--- config.mk ---
export PLATFORM = sky130hd
export DESIGN_NAME = dbg_access_filter
export DESIGN_NICKNAME = d
export VERILOG_FILES = /design/src/rtl/dbg_filter_pkg.sv /design/src/rtl/dbg_win_decode.sv /design/src/rtl/dbg_range_screen.sv /design/src/rtl/dbg_sticky_flag.sv /design/src/rtl/dbg_access_filter.sv
export SDC_FILE = /design/constraint.sdc
export NUM_CORES = 1
export LEC_CHECK = 0
export BUFFER_PORTS_ARGS = -buffer_cell sky130_fd_sc_hd__clkbuf_2
export CORE_ASPECT_RATIO = 0.7
export CORE_MARGIN = 1.5
export CORE_UTILIZATION = 35
export DETAILED_ROUTE_END_ITERATION = 12
export SETUP_SLACK_MARGIN = 0.1
export SYNTH_ARGS = -nofsm -noshare
export SYNTH_HDL_FRONTEND = slang
export SYNTH_SLANG_ARGS = --single-unit
--- constraint.sdc ---
create_clock -name clk -period 3.8 [get_ports clk]
set_input_delay 0.76 -clock clk [delete_from_list [all_inputs] [get_ports clk]]
set_output_delay 0.76 -clock clk [all_outputs]
set_load 0.02 [all_outputs]
--- src/rtl/dbg_filter_pkg.sv ---
package dbg_filter_pkg;
  localparam int unsigned ADDR_W_DEF   = 32;
  localparam int unsigned DATA_W_DEF   = 32;
  localparam int unsigned WIN_LOG2_DEF = 8;
  localparam logic [31:0] DU_BASE_DEF  = 32'h4100_2000;
  localparam int unsigned ALLOW_LO_DEF = 32'h0000_0100;
  localparam int unsigned ALLOW_HI_DEF = 32'h0000_2000;

  typedef struct packed {
    logic hit;
    logic ext;
  } win_tag_t;
endpackage

--- src/rtl/dbg_win_decode.sv ---
module dbg_win_decode #(
  parameter int unsigned AW = 32,
  parameter int unsigned WL = 8,
  parameter logic [AW-1:0] BASE = '0
) (
  input  logic [AW-1:0]           addr,
  output dbg_filter_pkg::win_tag_t tag,
  output logic [WL-1:0]           off
);
  logic [AW-1:0] rel;
  logic          above;

  always_comb begin
    above   = (addr >= BASE);
    rel     = addr - BASE;
    tag.hit = above && (rel[AW-1:WL+1] == '0);
    tag.ext = rel[WL];
    off     = rel[WL-1:0];
  end
endmodule

--- src/rtl/dbg_range_screen.sv ---
module dbg_range_screen #(
  parameter int unsigned AW = 32,
  parameter logic [AW-1:0] BASE = '0,
  parameter int unsigned LO = 32'h100,
  parameter int unsigned HI = 32'h2000
) (
  input  logic [AW-1:0] addr,
  input  logic          prot,
  output logic          pass
);
  localparam logic [AW-1:0] LO_A = AW'(LO);
  localparam logic [AW-1:0] HI_A = AW'(HI);

  logic [AW-1:0] rel;
  logic          in_alias;

  always_comb begin
    rel      = addr - BASE;
    in_alias = (addr >= BASE) && (rel >= LO_A) && (rel < HI_A);
    pass     = !prot || in_alias;
  end
endmodule

--- src/rtl/dbg_sticky_flag.sv ---
module dbg_sticky_flag (
  input  logic clk,
  input  logic rst,
  input  logic set_i,
  input  logic clr_i,
  output logic q
);
  always_ff @(posedge clk) begin
    if (rst)        q <= 1'b0;
    else if (set_i) q <= 1'b1;
    else if (clr_i) q <= 1'b0;
  end


  sticky_hold_chk: assert property (@(posedge clk) disable iff (rst)
    (q && !clr_i) |=> q);


  sticky_set_wins_chk: assert property (@(posedge clk) disable iff (rst)
    set_i |=> q);
endmodule

--- src/rtl/dbg_access_filter.sv ---
module dbg_access_filter #(
  parameter int unsigned AW = dbg_filter_pkg::ADDR_W_DEF,
  parameter int unsigned DW = dbg_filter_pkg::DATA_W_DEF,
  parameter int unsigned WL = dbg_filter_pkg::WIN_LOG2_DEF,
  parameter logic [AW-1:0] DU_BASE = AW'(dbg_filter_pkg::DU_BASE_DEF),
  parameter int unsigned ALLOW_LO = dbg_filter_pkg::ALLOW_LO_DEF,
  parameter int unsigned ALLOW_HI = dbg_filter_pkg::ALLOW_HI_DEF
) (
  input  logic          clk,
  input  logic          rst,
  input  logic          prot_i,
  input  logic          dbg_req_valid,
  input  logic          dbg_req_write,
  input  logic [AW-1:0] dbg_req_addr,
  input  logic [DW-1:0] dbg_req_wdata,
  input  logic          dbg_sticky_clr,
  output logic          dbg_rsp_valid,
  output logic          dbg_rsp_err,
  output logic [DW-1:0] dbg_rsp_rdata,
  output logic          dbg_sticky_err,
  output logic          sys_req_valid,
  output logic          sys_req_write,
  output logic [AW-1:0] sys_req_addr,
  output logic [DW-1:0] sys_req_wdata,
  output logic          sys_req_du_hit,
  output logic          sys_req_du_ext,
  output logic [WL-1:0] sys_req_du_off,
  output logic          sys_req_restricted,
  input  logic          sys_rsp_valid,
  input  logic          sys_rsp_err,
  input  logic [DW-1:0] sys_rsp_rdata,
  input  logic          cpu_req_valid,
  input  logic [AW-1:0] cpu_req_addr,
  output logic          cpu_du_valid,
  output logic          cpu_du_ext,
  output logic [WL-1:0] cpu_du_off
);
  import dbg_filter_pkg::*;

  logic     pass;
  logic     fwd, drop;
  logic     err_evt;
  win_tag_t dbg_tag, cpu_tag;
  logic [WL-1:0] dbg_off, cpu_off;

  dbg_range_screen #(.AW(AW), .BASE(DU_BASE), .LO(ALLOW_LO), .HI(ALLOW_HI)) u_screen (
    .addr (dbg_req_addr),
    .prot (prot_i),
    .pass (pass)
  );

  dbg_win_decode #(.AW(AW), .WL(WL), .BASE(DU_BASE)) u_dbg_dec (
    .addr (dbg_req_addr),
    .tag  (dbg_tag),
    .off  (dbg_off)
  );

  dbg_win_decode #(.AW(AW), .WL(WL), .BASE(DU_BASE)) u_cpu_dec (
    .addr (cpu_req_addr),
    .tag  (cpu_tag),
    .off  (cpu_off)
  );

  always_comb begin
    fwd     = dbg_req_valid && pass;
    drop    = dbg_req_valid && !pass;
    err_evt = drop || (sys_rsp_valid && sys_rsp_err);
  end

  // forward path
  always_ff @(posedge clk) begin
    if (rst) begin
      sys_req_valid      <= 1'b0;
      sys_req_write      <= 1'b0;
      sys_req_addr       <= '0;
      sys_req_wdata      <= '0;
      sys_req_du_hit     <= 1'b0;
      sys_req_du_ext     <= 1'b0;
      sys_req_du_off     <= '0;
      sys_req_restricted <= 1'b0;
    end else begin
      sys_req_valid <= fwd;
      if (fwd) begin
        sys_req_write      <= dbg_req_write;
        sys_req_addr       <= dbg_req_addr;
        sys_req_wdata      <= dbg_req_wdata;
        sys_req_du_hit     <= dbg_tag.hit;
        sys_req_du_ext     <= dbg_tag.hit && dbg_tag.ext;
        sys_req_du_off     <= dbg_tag.hit ? dbg_off : '0;
        sys_req_restricted <= prot_i && dbg_tag.hit && dbg_tag.ext;
      end
    end
  end

  // response path
  always_ff @(posedge clk) begin
    if (rst) begin
      dbg_rsp_valid <= 1'b0;
      dbg_rsp_err   <= 1'b0;
      dbg_rsp_rdata <= '0;
    end else begin
      dbg_rsp_valid <= drop || sys_rsp_valid;
      dbg_rsp_err   <= err_evt;
      dbg_rsp_rdata <= (sys_rsp_valid && !drop) ? sys_rsp_rdata : '0;
    end
  end

  dbg_sticky_flag u_sticky (
    .clk   (clk),
    .rst   (rst),
    .set_i (err_evt),
    .clr_i (dbg_sticky_clr),
    .q     (dbg_sticky_err)
  );

  // CPU decode port, no protection screening
  always_ff @(posedge clk) begin
    if (rst) begin
      cpu_du_valid <= 1'b0;
      cpu_du_ext   <= 1'b0;
      cpu_du_off   <= '0;
    end else begin
      cpu_du_valid <= cpu_req_valid && cpu_tag.hit;
      if (cpu_req_valid && cpu_tag.hit) begin
        cpu_du_ext <= cpu_tag.ext;
        cpu_du_off <= cpu_off;
      end
    end
  end


  open_forward_chk: assert property (@(posedge clk) disable iff (rst)
    (dbg_req_valid && !prot_i) |=> (sys_req_valid && sys_req_addr == $past(dbg_req_addr)));


  blocked_no_fwd_chk: assert property (@(posedge clk) disable iff (rst)
    drop |=> (!sys_req_valid && dbg_rsp_valid && dbg_rsp_err));


  blocked_zero_data_chk: assert property (@(posedge clk) disable iff (rst)
    drop |=> (dbg_rsp_rdata == '0));


  err_sets_sticky_chk: assert property (@(posedge clk) disable iff (rst)
    (dbg_rsp_valid && dbg_rsp_err) |-> dbg_sticky_err);


  restricted_only_prot_chk: assert property (@(posedge clk) disable iff (rst)
    (dbg_req_valid && !prot_i) |=> !sys_req_restricted);


  cpu_bypass_chk: assert property (@(posedge clk) disable iff (rst)
    (cpu_req_valid && cpu_tag.hit) |=> cpu_du_valid);
endmodule

==> results of run 1 <==
==> power by group through the flow <==
stage | combinational (mW) | clock (mW) | sequential (mW)
finish | 0.380 | 1.59 | 1.35
global placement | 0.376 | 0 | 1.38
detailed placement | 0.382 | 0 | 1.38
global route | 0.414 | 1.70 | 1.36
floorplan | 0.154 | 0 | 1.44
CTS | 0.384 | 1.64 | 1.35
==> stage by stage <==
| step | hold WS (ns) | power [mW] |
|---|---|---|
| after detailed placement | 0.460 | 1.76 |
| after floorplan | 0.543 | 1.60 |
| after global placement | 0.459 | 1.75 |
| after CTS | 0.476 | 3.37 |
| final | 0.472 | 3.33 |
| after global routing | 0.490 | 3.47 |
==> metal layers <==
| layer | wire length (µm) | vias up | share of wire (%) | GRT usage (%) |
|---|---|---|---|---|
| li1 | - | 2276 | - | - |
| met1 | 6150 | 2097 | 43 | 21.9 |
| met2 | 6880 | 186 | 48 | 31.3 |
| met3 | 946 | 28 | 6.6 | 5.41 |
| met4 | 323 | 0 | 2.3 | 8.06 |
| met5 | 0 | - | 0 | 0 |
==> synth_stat cells, types with 2 or more instances <==
cell       instances
or3_1              2
a31oi_1            3
buf_4              3
a41o_1             2
o21bai_1           2
dfxtp_1          122
inv_1              8
o2bb2ai_1          9
nor4_1             6
a21boi_0           2
nand3_1            5
nor2b_1            2
or4_1              3
nor3_1             7
nor3b_1            2
and2_1            32
ha_1               2
and3_1             4
buf_2              6
nor2_1            16
buf_6              4
a211oi_1           2
nand2_1            5
mux2i_1           75
nor4b_1            2
and4_1             2
nand4_1            3
o21ai_0            3
nand2b_1         143
a21oi_1            3
clkbuf_1          18
==> cells by family after synthesis <==
| kind of cell | synth area share (%) |
|---|---|
| AND/OR/NAND/NOR | 28.0 |
| flip-flops | 46.8 |
| AO/OA/AOI/OAI | 6.38 |
| buffers and inverters | 3.74 |
| XOR/XNOR | 0.168 |
| multiplexers | 14.4 |
| adder cells (fa/ha/maj) | 0.480 |
==> flip-flops by register name, indices dropped and copies added, names as in the netlist, 8 cells and up <==
name,count
dbg_rsp_rdata,32
sys_req_addr,32
sys_req_wdata,32
cpu_du_off,8
sys_req_du_off,8
==> worst reg2reg max path, cell delays in order (launching register included) <==
cell and delay (ns):
dfxtp_1 0.33, inv_1 0.04, o32ai_1 0.24
==> how the worst max path moves through the flow <==
stage	depth (start not counted)	to	slack, ns
3_5_place_dp	11	sys_req_wdata[7]	0.36
4_1_cts	11	sys_req_wdata[7]	0.79
5_1_grt	10	sys_req_du_hit	0.57
3_3_place_gp	9	sys_req_addr[8]	0.49
2_1_floorplan	12	sys_req_addr[10]	0.85
6_report	11	sys_req_wdata[7]	0.71
==> final cells by class <==
type | count | area, µm²
fillers | 1416 | 7380
multi-input cells | 358 | 2600
flip-flops and latches | 122 | 2440
repair buffers | 264 | 1350
clock buffers | 17 | 425
well taps | 195 | 244
clock inverters | 15 | 155
inverters | 8 | 30.0
==> results.md, run 1 <==
| Quantity | Reported |
|:---|:---|
| Outcome | finished clean |
| Residual overflow from global routing | 0 |
| Routed vias/inst | 4.69 |
| Total via count after detailed routing | 4,587 |
| Portion of total power attributed to combinational logic | 11.4% |
| Primary flip-flop cell chosen by synthesis mapping | dfxtp_1 |
| Final period utilization | 81.2% |
| Worst supply voltage drop on vdd | 0.245 mV |
| Hold violation total from the final report | 0 |
| Critical path launch point type | primary input |
| Starting Density | 35.7% |
| Largest cells by area after synthesis | dfxtp_1, nand2b_1, mux2i_1 |
| Clock sink count | 122 |
| Number of violations of the max-capacitance limit | 0 |
| Clock tree from TritonCTS | done |
| Number of synthesized register bits | 122 |
| Synth Instances | 519 |
| Switching fraction of total power | 27.1% |
| Internal Dissipation | 2.43 mW |
| Net Sw Power | 901 µW |
| Remaining number of nets flagged by the antenna check after routing | 0 |
| Fin area | 7250 µm² |
| Worst hold start | sys_req_addr[24] |
| Global-route wire length before repair | 22,400 µm |
| Via count of the first global-routing pass | 4,431 |
| Number of enable flip-flop cells after synthesis | 0 |
| Worst R2R Start | sys_req_restricted |
| Achievable clock frequency | 324 MHz |
| Top cell family by delay on the critical path | compound AO/OA/AOI/OAI gates |
| Worst r2r dst | sys_req_restricted |
| Critical path data arrival time | 3.42 ns |
| Highest-count cells in the layout ignoring fill and taps | clkbuf_2, nand2b_1, dfxtp_1, mux2i_1, and2_1 |
| Clock slew at reported path FFs | 0.06 ns |
| Critical-path cell list | clkbuf_2 -> inv_1 -> ha_1 -> o21ai_0 -> o22ai_1 -> a32oi_1 -> nor4_1 -> nand4_2 -> a21boi_4 -> buf_4 -> mux2i_1 |
| Gpl congestion | 0.902 |
| Antenna Diode Count | 0 |
| Detailed placement HPWL | 10,700 µm |
| Clk buf depth | 2 |
| Leakage | 3.32 nW |
| Longest individual stage delay on the worst path | 0.37 ns |
| Pin count of the biggest net entering global routing | 109 |
| Worst Hold Class | reg2reg |
| Sequential-to-total area share from yosys stat | 46.8% |
| Worst setup startpoint | dbg_req_addr[13] |
| Number of placed instances with taps included | 947 |
| Core footprint | 14,600 µm² |
| Max-slew headroom | 37.7% |
| Fraction of synthesis flops using an asynchronous set or reset pin | 0% |
| Filler-free cell count of the finished design | 979 |
| Average wire per cell in the routed design | 14.6 µm |
| Drc violations | 0 |
| Reg2reg setup slack | 3.10 ns |
| Fraction of layout instances using a drive strength above 1 | 38.6% |
| Netlist Area Pre-Place | 5220 µm² |
| Y dimension of the die | 105 µm |
| Die X | 149 µm |
| Final sum of negative setup slack | 0 ns |
| Area fraction of the dominant cell type after synthesis | 46.8% |
| Number of top-level pins | 259 |
| Buffers on Ports | 258 |
| Synthesis warning total | 0 |
| Post-synthesis cell type with the largest combined area | dfxtp_1 |
| Max-slew violation count | 0 |
| Total GRT Usage | 18.6% |
| Post-layout net count | 910 |
| H-Tree Level Count | 4 |
| Clock latency of the later-clocked register in the worst-skew pair | 0.42 ns |
| Data required, critical path | 4.14 ns |
| Largest fanout on the critical path | 17 |
| Num CTS Buffers | 17 |
| Synth unique cells | 52 |
| Syn nets | 658 |
| Commonest non-fill, non-tap cell in the layout | clkbuf_2 |
| Slowest CP cell | ha_1 |
| Hold Path Sink | sys_req_addr[24] |
| Power per Cell Area | 459 nW/µm² |
| Portion of total power attributed to the clock network | 47.9% |
| Min setup slack post-route | 0.714 ns |
| CTS-repair resized insts | 0 |
| Min cycle time layout | 3.09 ns |
| Cell area reported after detailed placement | 6670 µm² |
| Detailed-routing iteration count for the pre-antenna-repair pass | 4 |
| Endpoint class of the critical path | flip-flop |
| Area added between synthesis and finish | 38.9% |
| First-iteration detailed-routing DRC count | 198 |
| Path depth of the worst reg2reg path | 2 |
| Unrepaired setup endpoints after global routing | false |
| Fraction of power consumed by sequential logic | 40.7% |
| Share of the core filled with cells | 49.5% |
| Count of final setup violators | 0 |
| Mean Syn Cell Area | 10.1 µm² |
| Antenna violations before repair | 0 |
| Worst setup skew after layout | 0 ns |
| Buffers inserted by post-CTS timing repair | 0 |
| Worst setup path class | in2reg |
| Number of rows in the core area | 37 |
| Depth of the worst hold-timing path | 2 |
| Transition time at the pin with the least slew margin | 0.932 ns |
| Pre-CTS setup slack | 0.360 ns |
| Drt total wl | 14,300 µm |
| Root buffer selected by CTS | clkbuf_16 |
| Die Area | 15,700 µm² |
| Worst path buffer plus inverter count | 3 |
| CTS Hold Bufs | 0 |
(Power assumes the default switching activity.)
==> run 2: changes to the inputs <==
PLACE_DENSITY = 0.66   (was not set)
clock period = 2.8 ns   (was 3.8 ns; I/O delays follow)
==> results.md, run 2 (synthesized netlist as in run 1, its figures left out) <==
| Quantity | Reported | Change |
|:---|:---|:---|
| Total GRT Usage | 18.3% | -0.25 points |
| Fraction of layout instances using a drive strength above 1 | 41.8% | +3.1 points |
| Metal-1 WL | 6360 µm | +3.3% |
| Worst setup path class | in2reg |  |
| Power per Cell Area | 617 nW/µm² | +34% |
| Detailed placement HPWL | 10,900 µm | +1.8% |
| Critical path launch point type | primary input |  |
| Met2 Routed Length | 6840 µm | -0.48% |
| Antenna violations before repair | 0 | unchanged |
| Die Area | 15,700 µm² | unchanged |
| Root buffer selected by CTS | clkbuf_16 |  |
| Highest-count cells in the layout ignoring fill and taps | clkbuf_2, nand2b_1, dfxtp_1, mux2i_1, buf_4 |  |
| Endpoint class of the critical path | flip-flop |  |
| Critical path data arrival time | 2.87 ns | -0.55 ns |
| Clock tree from TritonCTS | done |  |
| Core footprint | 14,600 µm² | unchanged |
| Achievable clock frequency | 393 MHz |  |
| Fin area | 7690 µm² | +6.1% |
| Detailed-routing iteration count for the pre-antenna-repair pass | 4 | unchanged |
| Starting Density | 35.7% | unchanged |
| Tightest hold margin | 0.354 ns | -0.117 ns |
| Pin count of the biggest net entering global routing | 71 | -35% |
| Drt total wl | 14,400 µm | +0.76% |
| Final period utilization | 90.9% |  |
| Post-layout net count | 947 | +4.1% |
| Transition time at the pin with the least slew margin | 0.642 ns | -0.290 ns |
| Clk buf depth | 2 | unchanged |
| Top Registers | dbg_rsp_rdata x32, sys_req_addr x32, sys_req_wdata x32 |  |
| Area added between synthesis and finish | 47.4% |  |
| Remaining number of nets flagged by the antenna check after routing | 0 | unchanged |
| Number of placed instances with taps included | 984 | +3.9% |
| Total via count after detailed routing | 4,584 | -0.065% |
| Data required, critical path | 3.13 ns | -1.01 ns |
| Clock slew at reported path FFs | 0.06 ns | about the same |
| Average wire per cell in the routed design | 14.2 µm | -2.9% |
| Global-route wire length before repair | 22,400 µm | about the same |
| Drc violations | 0 | unchanged |
| Share of the core filled with cells | 52.6% | +3.0 points |
| Count of final setup violators | 0 | unchanged |
| Max-slew violation count | 0 | unchanged |
| Top cell family by delay on the critical path | simple AND/OR/NAND/NOR gates |  |
| Min cycle time layout | 2.54 ns |  |
| Outcome | finished clean |  |
| Total power | 4.74 mW | +43% |
| Routed vias/inst | 4.51 | -3.7% |
| Clock sink count | 122 | unchanged |
| Critical-path cell list | clkbuf_2 -> or4_1 -> nor2_1 -> a211oi_1 -> nor4_4 -> nand4_4 -> a21boi_4 -> buf_4 -> buf_12 -> mux2i_1 |  |
| Largest fanout on the critical path | 15 | -2 |
| Number of violations of the max-capacitance limit | 0 | unchanged |
| Number of rows in the core area | 37 | unchanged |
| Die X | 149 µm | unchanged |
| Final sum of negative setup slack | 0 ns | unchanged |
| Worst supply voltage drop on vdd | 0.334 mV | +36% |
| Wire length on met3 | 1080 µm | +15% |
| Gpl congestion | 0.860 | -4.6% |
| Clock latency of the later-clocked register in the worst-skew pair | 0.40 ns | -0.02 ns |
| Number of top-level pins | 259 | unchanged |
| Pre-CTS setup slack | -0.265 ns | -0.625 ns |
| Unrepaired setup endpoints after global routing | false |  |
| Worst setup skew after layout | 0 ns | unchanged |
| First-iteration detailed-routing DRC count | 212 | +7.1% |
| Leakage | 3.55 nW | +6.9% |
| Y dimension of the die | 105 µm | unchanged |
| Max-slew headroom | 56.8% | +19 points |
| Longest individual stage delay on the worst path | 0.56 ns | +0.19 ns |
| Worst Hold Class | in2reg |  |
| Commonest non-fill, non-tap cell in the layout | clkbuf_2 |  |
| Buffers on Ports | 258 | unchanged |
| Cell area reported after detailed placement | 7030 µm² | +5.5% |
| Num CTS Buffers | 17 | unchanged |
| Uppermost layer routed | met4 |  |
| Via count of the first global-routing pass | 4,404 | -0.61% |
| Residual overflow from global routing | 0 | unchanged |
| H-Tree Level Count | 4 | unchanged |
| Worst path buffer plus inverter count | 3 | unchanged |
| Antenna Diode Count | 0 | unchanged |
| Min setup slack post-route | 0.255 ns | -0.459 ns |
| Hold violation total from the final report | 0 | unchanged |
| Filler-free cell count of the finished design | 1,016 | +3.8% |
| Slowest CP cell | or4_1 |  |
==> run 2: worst paths after layout <==
kind,startpoint,endpoint,slack [ns],depth (start not counted)
worst max-delay path,dbg_req_addr[15],sys_req_wdata[9],0.26,10
worst min-delay path,sys_rsp_rdata[7],dbg_rsp_rdata[7],0.35,2
worst max register to register,sys_req_restricted,sys_req_restricted,2.09,2
worst min register to register,sys_req_du_hit,sys_req_du_hit,0.47,2
==> run 2: power breakdown <==
group          internal (mW)  switching (mW)  leakage, nW
Clock                   1.44           0.897        0.306
Sequential              1.80          0.0312        0.996
Combinational          0.270           0.298         2.25
Total                   3.52            1.23         3.55
==> run 2: area by class of cell <==
type / instances / area, µm²
repair buffers: 301 / 1720
fillers: 1368 / 6940
flip-flops and latches: 122 / 2440
inverters: 8 / 30.0
clock inverters: 15 / 201
multi-input cells: 358 / 2630
clock buffers: 17 / 425
well taps: 195 / 244
==> run 2: worst reg2reg max path, cell delays in order (launching register included) <==
cell	delay, ns
dfxtp_1	0.33
inv_1	0.04
o32ai_1	0.25
==> run 2: routing by layer <==
layer	vias up	track usage, %
met5	-	0
met4	0	5.23
met3	10	6.90
met2	153	30.4
met1	2079	22.1
li1	2342	-
==> run 2: repair_timing <==
action | 4_1_cts | 5_1_grt
hold endpoints to repair | 0 | 0
setup buffers | 0 | 0
hold buffers | 0 | 0
setup endpoints to repair | 0 | 104
resized for setup | 0 | 5
